===== src/rtl/uart_irq_pkg.sv =====
package uart_irq_pkg;

    typedef struct packed {
        logic pin;
        logic act;
    } irq_state_t;

    function automatic logic drive_level(input logic act, input logic active_high);
        return active_high ? act : ~act;
    endfunction

endpackage


===== src/rtl/uart_irq_tx_eval.sv =====
module uart_irq_tx_eval #(
    parameter int CNT_W = 5
) (
    input  logic             clk,
    input  logic             rst_n,
    input  logic             fifo_en,
    input  logic             thr_full,
    input  logic [CNT_W-1:0] count,
    input  logic [CNT_W-1:0] trig,
    output logic             hit
);
    localparam logic [CNT_W-1:0] ZERO = '0;

    logic below_trig;
    logic fifo_empty;
    logic fifo_hit;

    always_comb begin
        below_trig = (count < trig);
        fifo_empty = (count == ZERO);
        fifo_hit   = below_trig | fifo_empty;
        hit        = fifo_en ? fifo_hit : ~thr_full;
    end

    AST_TX_AT_TRIG_IDLE: assert property (@(posedge clk) disable iff (!rst_n)
        (fifo_en && count != ZERO && count >= trig) |-> !hit);
    AST_TX_EMPTY_WANTS: assert property (@(posedge clk) disable iff (!rst_n)
        (fifo_en && count == ZERO) |-> hit);
    AST_TX_REG_EMPTY: assert property (@(posedge clk) disable iff (!rst_n)
        (!fifo_en && !thr_full) |-> hit);

endmodule


===== src/rtl/uart_irq_rx_eval.sv =====
module uart_irq_rx_eval #(
    parameter int CNT_W = 5
) (
    input  logic             clk,
    input  logic             rst_n,
    input  logic             fifo_en,
    input  logic             rhr_full,
    input  logic [CNT_W-1:0] count,
    input  logic [CNT_W-1:0] trig,
    output logic             hit
);
    localparam logic [CNT_W-1:0] ZERO = '0;

    logic at_trig;
    logic has_data;

    always_comb begin
        at_trig  = (count >= trig);
        has_data = (count != ZERO);
        hit      = fifo_en ? (at_trig & has_data) : rhr_full;
    end

    AST_RX_AT_TRIG_WANTS: assert property (@(posedge clk) disable iff (!rst_n)
        (fifo_en && count != ZERO && count >= trig) |-> hit);
    AST_RX_EMPTY_QUIET: assert property (@(posedge clk) disable iff (!rst_n)
        (fifo_en && count == ZERO) |-> !hit);
    AST_RX_REG_HELD: assert property (@(posedge clk) disable iff (!rst_n)
        (!fifo_en && rhr_full) |-> hit);

endmodule


===== src/rtl/uart_irq_pin_reg.sv =====
module uart_irq_pin_reg
    import uart_irq_pkg::*;
(
    input  logic clk,
    input  logic rst_n,
    input  logic intel_mode,
    input  logic tx_ien,
    input  logic rx_ien,
    input  logic tx_hit,
    input  logic rx_hit,
    output logic pin
);
    irq_state_t st_d;
    irq_state_t st_q;

    always_comb begin
        st_d = st_q;
        if (!rst_n) begin
            st_d.act = 1'b0;
        end else begin
            st_d.act = (tx_ien & tx_hit) | (rx_ien & rx_hit);
        end
        st_d.pin = drive_level(st_d.act, intel_mode);
    end

    always_ff @(posedge clk) begin
        st_q <= st_d;
    end

    assign pin = st_q.pin;

    AST_PIN_FOLLOWS_MODE: assert property (@(posedge clk) disable iff (!rst_n)
        $past(rst_n) |-> (pin == ($past(intel_mode) ? st_q.act : !st_q.act)));
    AST_NO_ENABLE_QUIET: assert property (@(posedge clk) disable iff (!rst_n)
        (!tx_ien && !rx_ien) |=> (pin == !$past(intel_mode)));

endmodule


===== src/rtl/uart_irq_gen.sv =====
module uart_irq_gen #(
    parameter int FIFO_DEPTH = 16,
    parameter int CNT_W      = $clog2(FIFO_DEPTH + 1)
) (
    input  logic             clk,
    input  logic             rst_n,
    input  logic             fifo_en,
    input  logic             dma_mode,
    input  logic             intel_mode,
    input  logic             tx_ien,
    input  logic             rx_ien,
    input  logic             thr_full,
    input  logic             rhr_full,
    input  logic [CNT_W-1:0] tx_count,
    input  logic [CNT_W-1:0] tx_trig,
    input  logic [CNT_W-1:0] rx_count,
    input  logic [CNT_W-1:0] rx_trig,
    output logic             irq_pin
);
    logic tx_hit;
    logic rx_hit;
    logic unused_dma;

    assign unused_dma = dma_mode;

    uart_irq_tx_eval #(.CNT_W(CNT_W)) u_tx (
        .clk      (clk),
        .rst_n    (rst_n),
        .fifo_en  (fifo_en),
        .thr_full (thr_full),
        .count    (tx_count),
        .trig     (tx_trig),
        .hit      (tx_hit)
    );

    uart_irq_rx_eval #(.CNT_W(CNT_W)) u_rx (
        .clk      (clk),
        .rst_n    (rst_n),
        .fifo_en  (fifo_en),
        .rhr_full (rhr_full),
        .count    (rx_count),
        .trig     (rx_trig),
        .hit      (rx_hit)
    );

    uart_irq_pin_reg u_pin (
        .clk        (clk),
        .rst_n      (rst_n),
        .intel_mode (intel_mode),
        .tx_ien     (tx_ien),
        .rx_ien     (rx_ien),
        .tx_hit     (tx_hit),
        .rx_hit     (rx_hit),
        .pin        (irq_pin)
    );

    AST_PIN_ONE_CYCLE: assert property (@(posedge clk) disable iff (!rst_n)
        $past(rst_n) |-> (irq_pin == ($past(intel_mode) ==
            (($past(tx_ien) && $past(tx_hit)) || ($past(rx_ien) && $past(rx_hit))))));
    AST_MODE_FLIP: assert property (@(posedge clk) disable iff (!rst_n)
        ($past(rst_n) && $changed(intel_mode) && $stable(tx_ien) && $stable(rx_ien)
         && $stable(tx_hit) && $stable(rx_hit)) |=> (irq_pin != $past(irq_pin)));

endmodule


===== config.mk =====
export PLATFORM = sky130hd
export DESIGN_NAME = uart_irq_gen
export DESIGN_NICKNAME = d
export VERILOG_FILES = /design/src/rtl/uart_irq_pkg.sv /design/src/rtl/uart_irq_tx_eval.sv /design/src/rtl/uart_irq_rx_eval.sv /design/src/rtl/uart_irq_pin_reg.sv /design/src/rtl/uart_irq_gen.sv
export SDC_FILE = /design/constraint.sdc
export NUM_CORES = 1
export LEC_CHECK = 0
export BUFFER_PORTS_ARGS = -buffer_cell sky130_fd_sc_hd__buf_2
export CORE_AREA = 2 2 39 41
export CTS_BUF_LIST = sky130_fd_sc_hd__clkbuf_4
export DETAILED_ROUTE_END_ITERATION = 10
export DIE_AREA = 0 0 41 43
export GPL_TIMING_DRIVEN = 0
export PLACE_DENSITY_LB_ADDON = 0.08
export SETUP_SLACK_MARGIN = 0.1
export SLEW_MARGIN = 20
export SYNTH_ARGS = -nofsm -noshare
export SYNTH_HDL_FRONTEND = slang
export SYNTH_HIERARCHICAL = 1
export SYNTH_SLANG_ARGS = --single-unit
export TNS_END_PERCENT = 50

===== constraint.sdc =====
create_clock -name clk -period 3.75 [get_ports clk]
set_clock_uncertainty 0.05 [all_clocks]
set_input_delay 0.75 -clock clk [delete_from_list [all_inputs] [get_ports clk]]
set_output_delay 0.75 -clock clk [all_outputs]
set_load 0.02 [all_outputs]

== Word-level counts from Yosys, hierarchy flattened ==
Index checks and enable logic that the tools add are counted.

* Register bits after elaboration: 1
* Bits of input ports: 29
* Output and inout bits: 1
* Word-level logic and storage cells: 16

* Order comparisons: 2
* Multiplexer cells: 4
* Bitwise gates (word level): 7
* Reductions and logical operators: 2

{| class="wikitable"
|+ Operator list
! kind !! count
|-
| 5-bit >= comparator || 1
|-
| 5-bit zero test || 1
|-
| 5-bit less-than comparator || 1
|-
| 5-bit nonzero test || 1
|-
| 1-bit two-way mux || 4
|-
| 1-bit bitwise AND || 3
|-
| 1-bit NOT || 2
|-
| 1-bit OR || 2
|}

== Depth between registers and ports, before layout ==
Gate-level depths: netlist of run 1.

* Depth in word-level cells: 8
* Mapped depth: 9
* Depth with buffers taken out: 9

== Cells and area by module ==
Netlist of run 1, hierarchy kept.

{| class="wikitable"
|+ Modules (own cells, without submodules)
! module !! instances !! cells each !! area each (µm²) !! seq. area each (µm²)
|-
| uart_irq_rx_eval || 1 || 20 || 137.6 || 0.0
|-
| uart_irq_tx_eval || 1 || 19 || 127.6 || 0.0
|-
| uart_irq_pin_reg || 1 || 4 || 41.3 || 20.0
|}

== Least setup slack after synthesis of run 1 ==
No wires, ideal clock.

* Path type: in2reg
* Start: in tx_trig[2]
* End: reg u_pin.st_q, in the netlist u_pin/pin
* Arrival time: 1.868 ns
* Required time: 3.583 ns
* Slack: 1.715 ns
* Stages: 9
* Path through: inv_1 ha_1 a21o_1 a31oi_1 o21ai_1 a31oi_1 a22o_1 nand2_1 xor2_1

{| class="wikitable"
|+ RTL lines
! item !! line !! text
|-
| from (decl) || uart_irq_gen.sv:15 || <nowiki>input logic [CNT_W-1:0] tx_trig,</nowiki>
|-
| to (signal assigned) || uart_irq_pin_reg.sv:27 || <nowiki>st_q <= st_d;</nowiki>
|-
| to (decl) || uart_irq_pin_reg.sv:14 || <nowiki>irq_state_t st_q;</nowiki>
|}

==> qor.csv, run 1 <==
stage,metric,value,unit
status,outcome,"complete, no violations",
floorplanning,die_x,41,um
yosys,synth_nets,81,
critical_path,critPathMaxFanout,2,
layout,drive_above_1_share,40.85,%
yosys,muxShareOfSynthArea,0,%
detailed_routing,first_iter_violations,2,
detailed_routing,post_drt_wl_per_cell,7.667,um
layout,nets,111,
floorplanning,start_util,22.15,%
detailed_routing,firstDrtPassIters,2,
timing,finalSetupViolations,0,
yosys,synthAdderAreaFrac,36.73,%
worst_hold_path,hold_path_class,input port to flip-flop,
yosys,async_flop_share,0,%
yosys,synth_top_family_by_area,adder cells,
critical_path,critPathArrivalTime,2.07,ns
critical_path,start_kind,input port,
power_and_ir_drop,power_density,120.5,nW/um^2
critical_path,required,3.58,ns
worst_hold_path,min_path_cells,2,
critical_path,path_common_cell,a31oi_1,
yosys,yosys-top-cells-area,"ha_1, inv_1, dfxtp_1",
layout,synthToLayoutAreaGrowth,52.25,%
yosys,yosysWarnings,6,
layout,n_antenna_cell,0,
timing,finalCritPeriodShare,59.65,%
power_and_ir_drop,p_leak,0.2950,nW
place,gp_congestion,0.5622,
detailed_routing,dr_total_vias,364,
yosys,synth_top_cell_area_share,36.73,%
global_routing,grtUsageTotal,7.493,%
floorplanning,rows,14,
global_routing,grt_pass1_wl,1.021,mm
floorplanning,fp.dieH,43,um
yosys,postSynthAreaPerCell,7.129,um^2
place,placed_cell_area,466.7,um^2
cts,post_cts_buffers,0,
layout,instances_no_fill,87,
critical_path,max_stage_delay,0.30,ns
yosys,ys_types,18,
critical_path,worstSetupPathDepth,9,
yosys,yosysMostFrequentCell,inv_1,
cts,hold_buffers,0,
yosys,synthXorXnorAreaFrac,2.857,%
yosys,synth_compound_area_share,25.31,%
yosys,synthesis.area,306.5,um^2
yosys,netlist_top_cells_count,"inv_1, ha_1, nand2_1, a31oi_1",
cts,cts-resized-gates,0,
critical_path,critical-path-slowest-cell,ha_1,
yosys,yosysSeqAreaShare,6.531,%
detailed_routing,avgViaCountPerCell,4.184,
yosys,synth_ff_type,dfxtp_1,
place,dp_hpwl,637,um
place,placed_cells,87,
timing,post-route-min-period,2.237,ns
floorplanning,core-area,1384,um^2
power_and_ir_drop,total_power,0.00005621,W
layout,largest_reg_flops,1,
global_routing,antenna_found_initial,0,
yosys,ys_seq_elements,1,
critical_path,crit_buf_inv,1,
global_routing,grt_overflow,0,
global_routing,grt_max_degree,5,
critical_path,cp_top_family,compound AO/OA/AOI/OAI gates,
floorplanning,ios,30,
yosys,syn_inst,43,
detailed_routing,drt.antenna.violating_nets,0,
timing,rsz0062_at_grt,no,
layout,fin_util,33.73,%
timing,worst_pin_slew,0.1674,ns
timing,hold_viol_final,0,
detailed_routing,drt_wl_total,667,um
job,cap_viol_max_count,0,
cts,path_clk_slew,0,ns
place,port_buffers,28,
layout,fill_cells,163,
global_routing,grt_pass1_vias,303,
detailed_routing,drc,0,
timing,relSlewSlack,88.72,%
yosys,synthSimpleGateAreaFrac,16.33,%
timing,fin_tns_setup,0,ns
critical_path,end_kind,flip-flop,
critical_path,crit_chain,buf_2 -> ha_1 -> a21o_1 -> a31oi_1 -> o21ai_1 -> a31oi_1 -> a22o_1 -> nand2_1 -> xor2_1,
timing,slew_violations,0,
critical_path,criticalPathCategory,input port to flip-flop,
timing,max_freq,447.0,MHz
layout,stdcell_area,466.7,um^2
floorplanning,dieArea,1763,um^2
power_and_ir_drop,vdd_drop_max,0.03031,mV
yosys,synth-edff-count,0,
yosys,synth_top_area_cell,ha_1,
kinds of logic (layout without fill, tap and decap cells):
kind of cell / count (synthesis) / in the layout
buf+inv: 10 / 38
simple gates: 10 / 10
flops: 1 / 1
xor+xnor: 1 / 1
compound gates: 12 / 12
fa+ha+maj: 9 / 9
power by group:
group	switching (W)	total (W)	leakage (nW)	internal, W
Clock	0	0	0	0
Combinational	0.0000195	0.0000436	0.287	0.0000241
Sequential	0.000000236	0.0000126	0.00844	0.0000123
layout make-up:
class                      count  area (um^2)  share of cell area [%]
inverter                      10        37.54                   8.043
multi-input combinational     32        249.0                   53.35
sequential                     1        20.02                   4.290
tap                           16        20.02                   4.290
timing repair buffer          28        140.1                   30.03
metal layers:
layer	routed length, um	part of all wire (%)	global-route usage (%)
met1	285	43	9.177
met2	301	45	14.06
met3	80	12	0.5236
met4	0	0	0
met5	0	0	0
through the flow:
stage          setup slack [ns]  hold slack (ns)
3_3_place_gp              1.493           0.8929
4_1_cts                   1.482           0.9001
2_1_floorplan             1.715           0.7967
6_report                  1.513           0.8961
3_5_place_dp              1.491           0.8984
5_1_grt                   1.414           0.9134
placed cells by master (no fill, tap or decap):
cell | synthesis | final
nor2b_1 | 2 | 2
inv_1 | 10 | 10
nand2_1 | 4 | 4
a21oi_2 | 1 | 1
ha_1 | 9 | 9
dfxtp_1 | 1 | 1
o22ai_1 | 1 | 1
o21ai_1 | 2 | 2
o21ai_0 | 1 | 1
nand2b_1 | 1 | 1
or4_1 | 1 | 1
a21oi_1 | 1 | 1
a22o_1 | 1 | 1
buf_2 | 0 | 28
xor2_1 | 1 | 1
nor2_1 | 1 | 1
a31oi_1 | 3 | 3
nor3_1 | 1 | 1
a21o_1 | 2 | 2
path summary, 6_finish.rpt:
check	startpoint	to	slack, ns
min	intel_mode	u_pin/pin$_DFF_P_	0.90
max	tx_count[2]	u_pin/pin$_DFF_P_	1.51
No activity file was read; power rests on OpenSTA's default activity.
==> run 2, diff against run 1 <==
Clock period 3.75 ns to 2 ns, I/O delays scaled along.
==> run 2 against run 1 <==
Critical path depth did not move. Via count rose by 2.7%. Final area rose by 3.5%. Worst setup slack got worse by 1.3 ns. Critical path type unchanged. Routed wire length rose by 5.2%. Global-route usage did not move. Sequential cell count did not move. Sequential share of layout area fell by 0.14 points. Worst hold slack got worse by 0.35 ns. Total power rose by 97%. Combinational power rose by 100%. Core utilization rose by 1.2 points.
==> qor.csv, run 2 (synthesis results as in run 1) <==
stage,metric,value,unit,change
floorplanning,die_x,41,um,unchanged
power_and_ir_drop,power_density,229.6,nW/um^2,was 120.5 nW/um^2
layout,synthToLayoutAreaGrowth,57.55,%,was 52.25%
detailed_routing,first_iter_violations,4,,was 2
critical_path,path_common_cell,a31oi_1,,unchanged
floorplanning,core-area,1384,um^2,unchanged
critical_path,critPathMaxFanout,2,,unchanged
power_and_ir_drop,total_power,0.0001109,W,was 0.00005621 W
worst_hold_path,hold_path_class,input port to flip-flop,,unchanged
critical_path,critPathArrivalTime,1.66,ns,was 2.07 ns
timing,worst_pin_slew,0.1603,ns,was 0.1674 ns
critical_path,max_stage_delay,0.23,ns,was 0.30 ns
detailed_routing,drt_wl_total,702,um,was 667 um
layout,final_common_cell,buf_2,,unchanged
cts,path_clk_slew,0,ns,about the same
place,dp_hpwl,637,um,unchanged
critical_path,required,1.83,ns,was 3.58 ns
place,gp_congestion,0.5622,,unchanged
floorplanning,rows,14,,unchanged
layout,mostFrequentLayoutCells,"buf_2, inv_1, ha_1, nand2_1",,"was buf_2, inv_1, ha_1, nand2_1, a31oi_1"
layout,n_antenna_cell,0,,unchanged
layout,fill_cells,160,,was 163
global_routing,antenna_found_initial,0,,unchanged
detailed_routing,drt.antenna.violating_nets,0,,unchanged
timing,rsz0062_at_grt,yes,,was no
global_routing,grt_pass1_vias,303,,unchanged
place,placed_cells,87,,unchanged
detailed_routing,post_drt_wl_per_cell,8.069,um,was 7.667 um
global_routing,grt_overflow,0,,unchanged
cts,post_cts_buffers,0,,unchanged
floorplanning,dieArea,1763,um^2,unchanged
global_routing,grt_max_degree,5,,unchanged
place,port_buffers,28,,unchanged
layout,fin_util,34.90,%,was 33.73%
floorplanning,start_util,22.15,%,unchanged
timing,slew_violations,0,,unchanged
detailed_routing,drc,0,,unchanged
critical_path,criticalPathCategory,input port to flip-flop,,unchanged
power_and_ir_drop,p_leak,0.2946,nW,was 0.2950 nW
layout,nets,111,,unchanged
timing,whs,0.5461,ns,was 0.8961 ns
global_routing,grt_pass1_wl,1.021,mm,unchanged
floorplanning,ios,30,,unchanged
global_routing,grtUsageTotal,7.493,%,unchanged
layout,largest_reg_flops,1,,unchanged
job,cap_viol_max_count,0,,unchanged
power_and_ir_drop,vdd_drop_max,0.05669,mV,was 0.03031 mV
critical_path,end_kind,flip-flop,,unchanged
floorplanning,fp.dieH,43,um,unchanged
timing,max_freq,547.0,MHz,
critical_path,critical-path-slowest-cell,ha_4,,was ha_1
status,outcome,"complete, no violations",,unchanged
timing,finalCritPeriodShare,91.40,%,
layout,drive_above_1_share,45.07,%,was 40.85%
layout,instances_no_fill,87,,unchanged
timing,fin_tns_setup,0,ns,unchanged
critical_path,start_kind,input port,,unchanged
timing,post-route-min-period,1.828,ns,
critical_path,crit_chain,buf_2 -> ha_4 -> a21o_1 -> a31oi_1 -> o21ai_1 -> a31oi_1 -> a22o_1 -> nand2_1 -> xor2_1,,was buf_2 -> ha_1 -> a21o_1 -> a31oi_1 -> o21ai_1 -> a31oi_1 -> a22o_1 -> nand2_1 -> xor2_1
timing,finalSetupViolations,0,,unchanged
detailed_routing,avgViaCountPerCell,4.299,,was 4.184
detailed_routing,dr_total_vias,374,,was 364
detailed_routing,firstDrtPassIters,2,,unchanged
timing,hold_viol_final,0,,unchanged
timing,relSlewSlack,89.27,%,was 88.72%
run 2: cell count changes in the layout (fill, tap and decap cells not counted):
cell / change
o21ai_0: -1
a21oi_2: +1
o21ai_1: +1
inv_1: -1
ha_1: -1
a21oi_1: -1
ha_4: +1
inv_2: +1
run 2: path summary, 6_finish.rpt:
path	startpoint	to	slack, ns	cells past startpoint
max	tx_count[2]	u_pin/pin$_DFF_P_	0.17	9
min	intel_mode	u_pin/pin$_DFF_P_	0.55	2
run 2: per-layer routing:
metal	track usage (%)	part of all wire, %
met1	9.177	42
met2	14.06	47
met3	0.5236	11
met4	0	0
met5	0	0
run 2: area by class of cell:
| cell class | count | area [um^2] | area share [%] |
|---|---|---|---|
| inverter | 10 | 37.54 | 7.772 |
| tap | 16 | 20.02 | 4.145 |
| sequential | 1 | 20.02 | 4.145 |
| multi-input combinational | 32 | 265.3 | 54.92 |
| timing repair buffer | 28 | 140.1 | 29.02 |
run 2: timing repair:
action,in CTS,in global routing
setup endpoints to repair,1,1
resized for setup,0,4
hold endpoints to repair,0,0
pin swaps,1,5
hold buffers,0,0
run 2: power breakdown:
group          leakage (nW)  total [W]  internal [W]  switching [W]
Combinational         0.286  0.0000873     0.0000479      0.0000394
Sequential          0.00844  0.0000236     0.0000231    0.000000442
Clock                     0          0             0              0
Total                 0.295   0.000111     0.0000710      0.0000399
run 2: worst max-delay path, delay by kind of cell:
| kind | cells | cell delay, ns |
|---|---|---|
| adder cells (fa/ha/maj) | 1 | 0.23 |
| buffers and inverters | 1 | 0.12 |
| AND/OR/NAND/NOR | 1 | 0.06 |
| AO/OA/AOI/OAI | 5 | 0.72 |
| XOR/XNOR | 1 | 0.13 |
run 2: metrics by stage:
step	worst slack, ns	area, um^2
2_1_floorplan	0.3149	306.5
3_3_place_gp	0.09260	466.7
3_5_place_dp	0.09117	466.7
4_1_cts	0.1157	466.7
5_1_grt	0.07526	483.0
6_report	0.1720	483.0
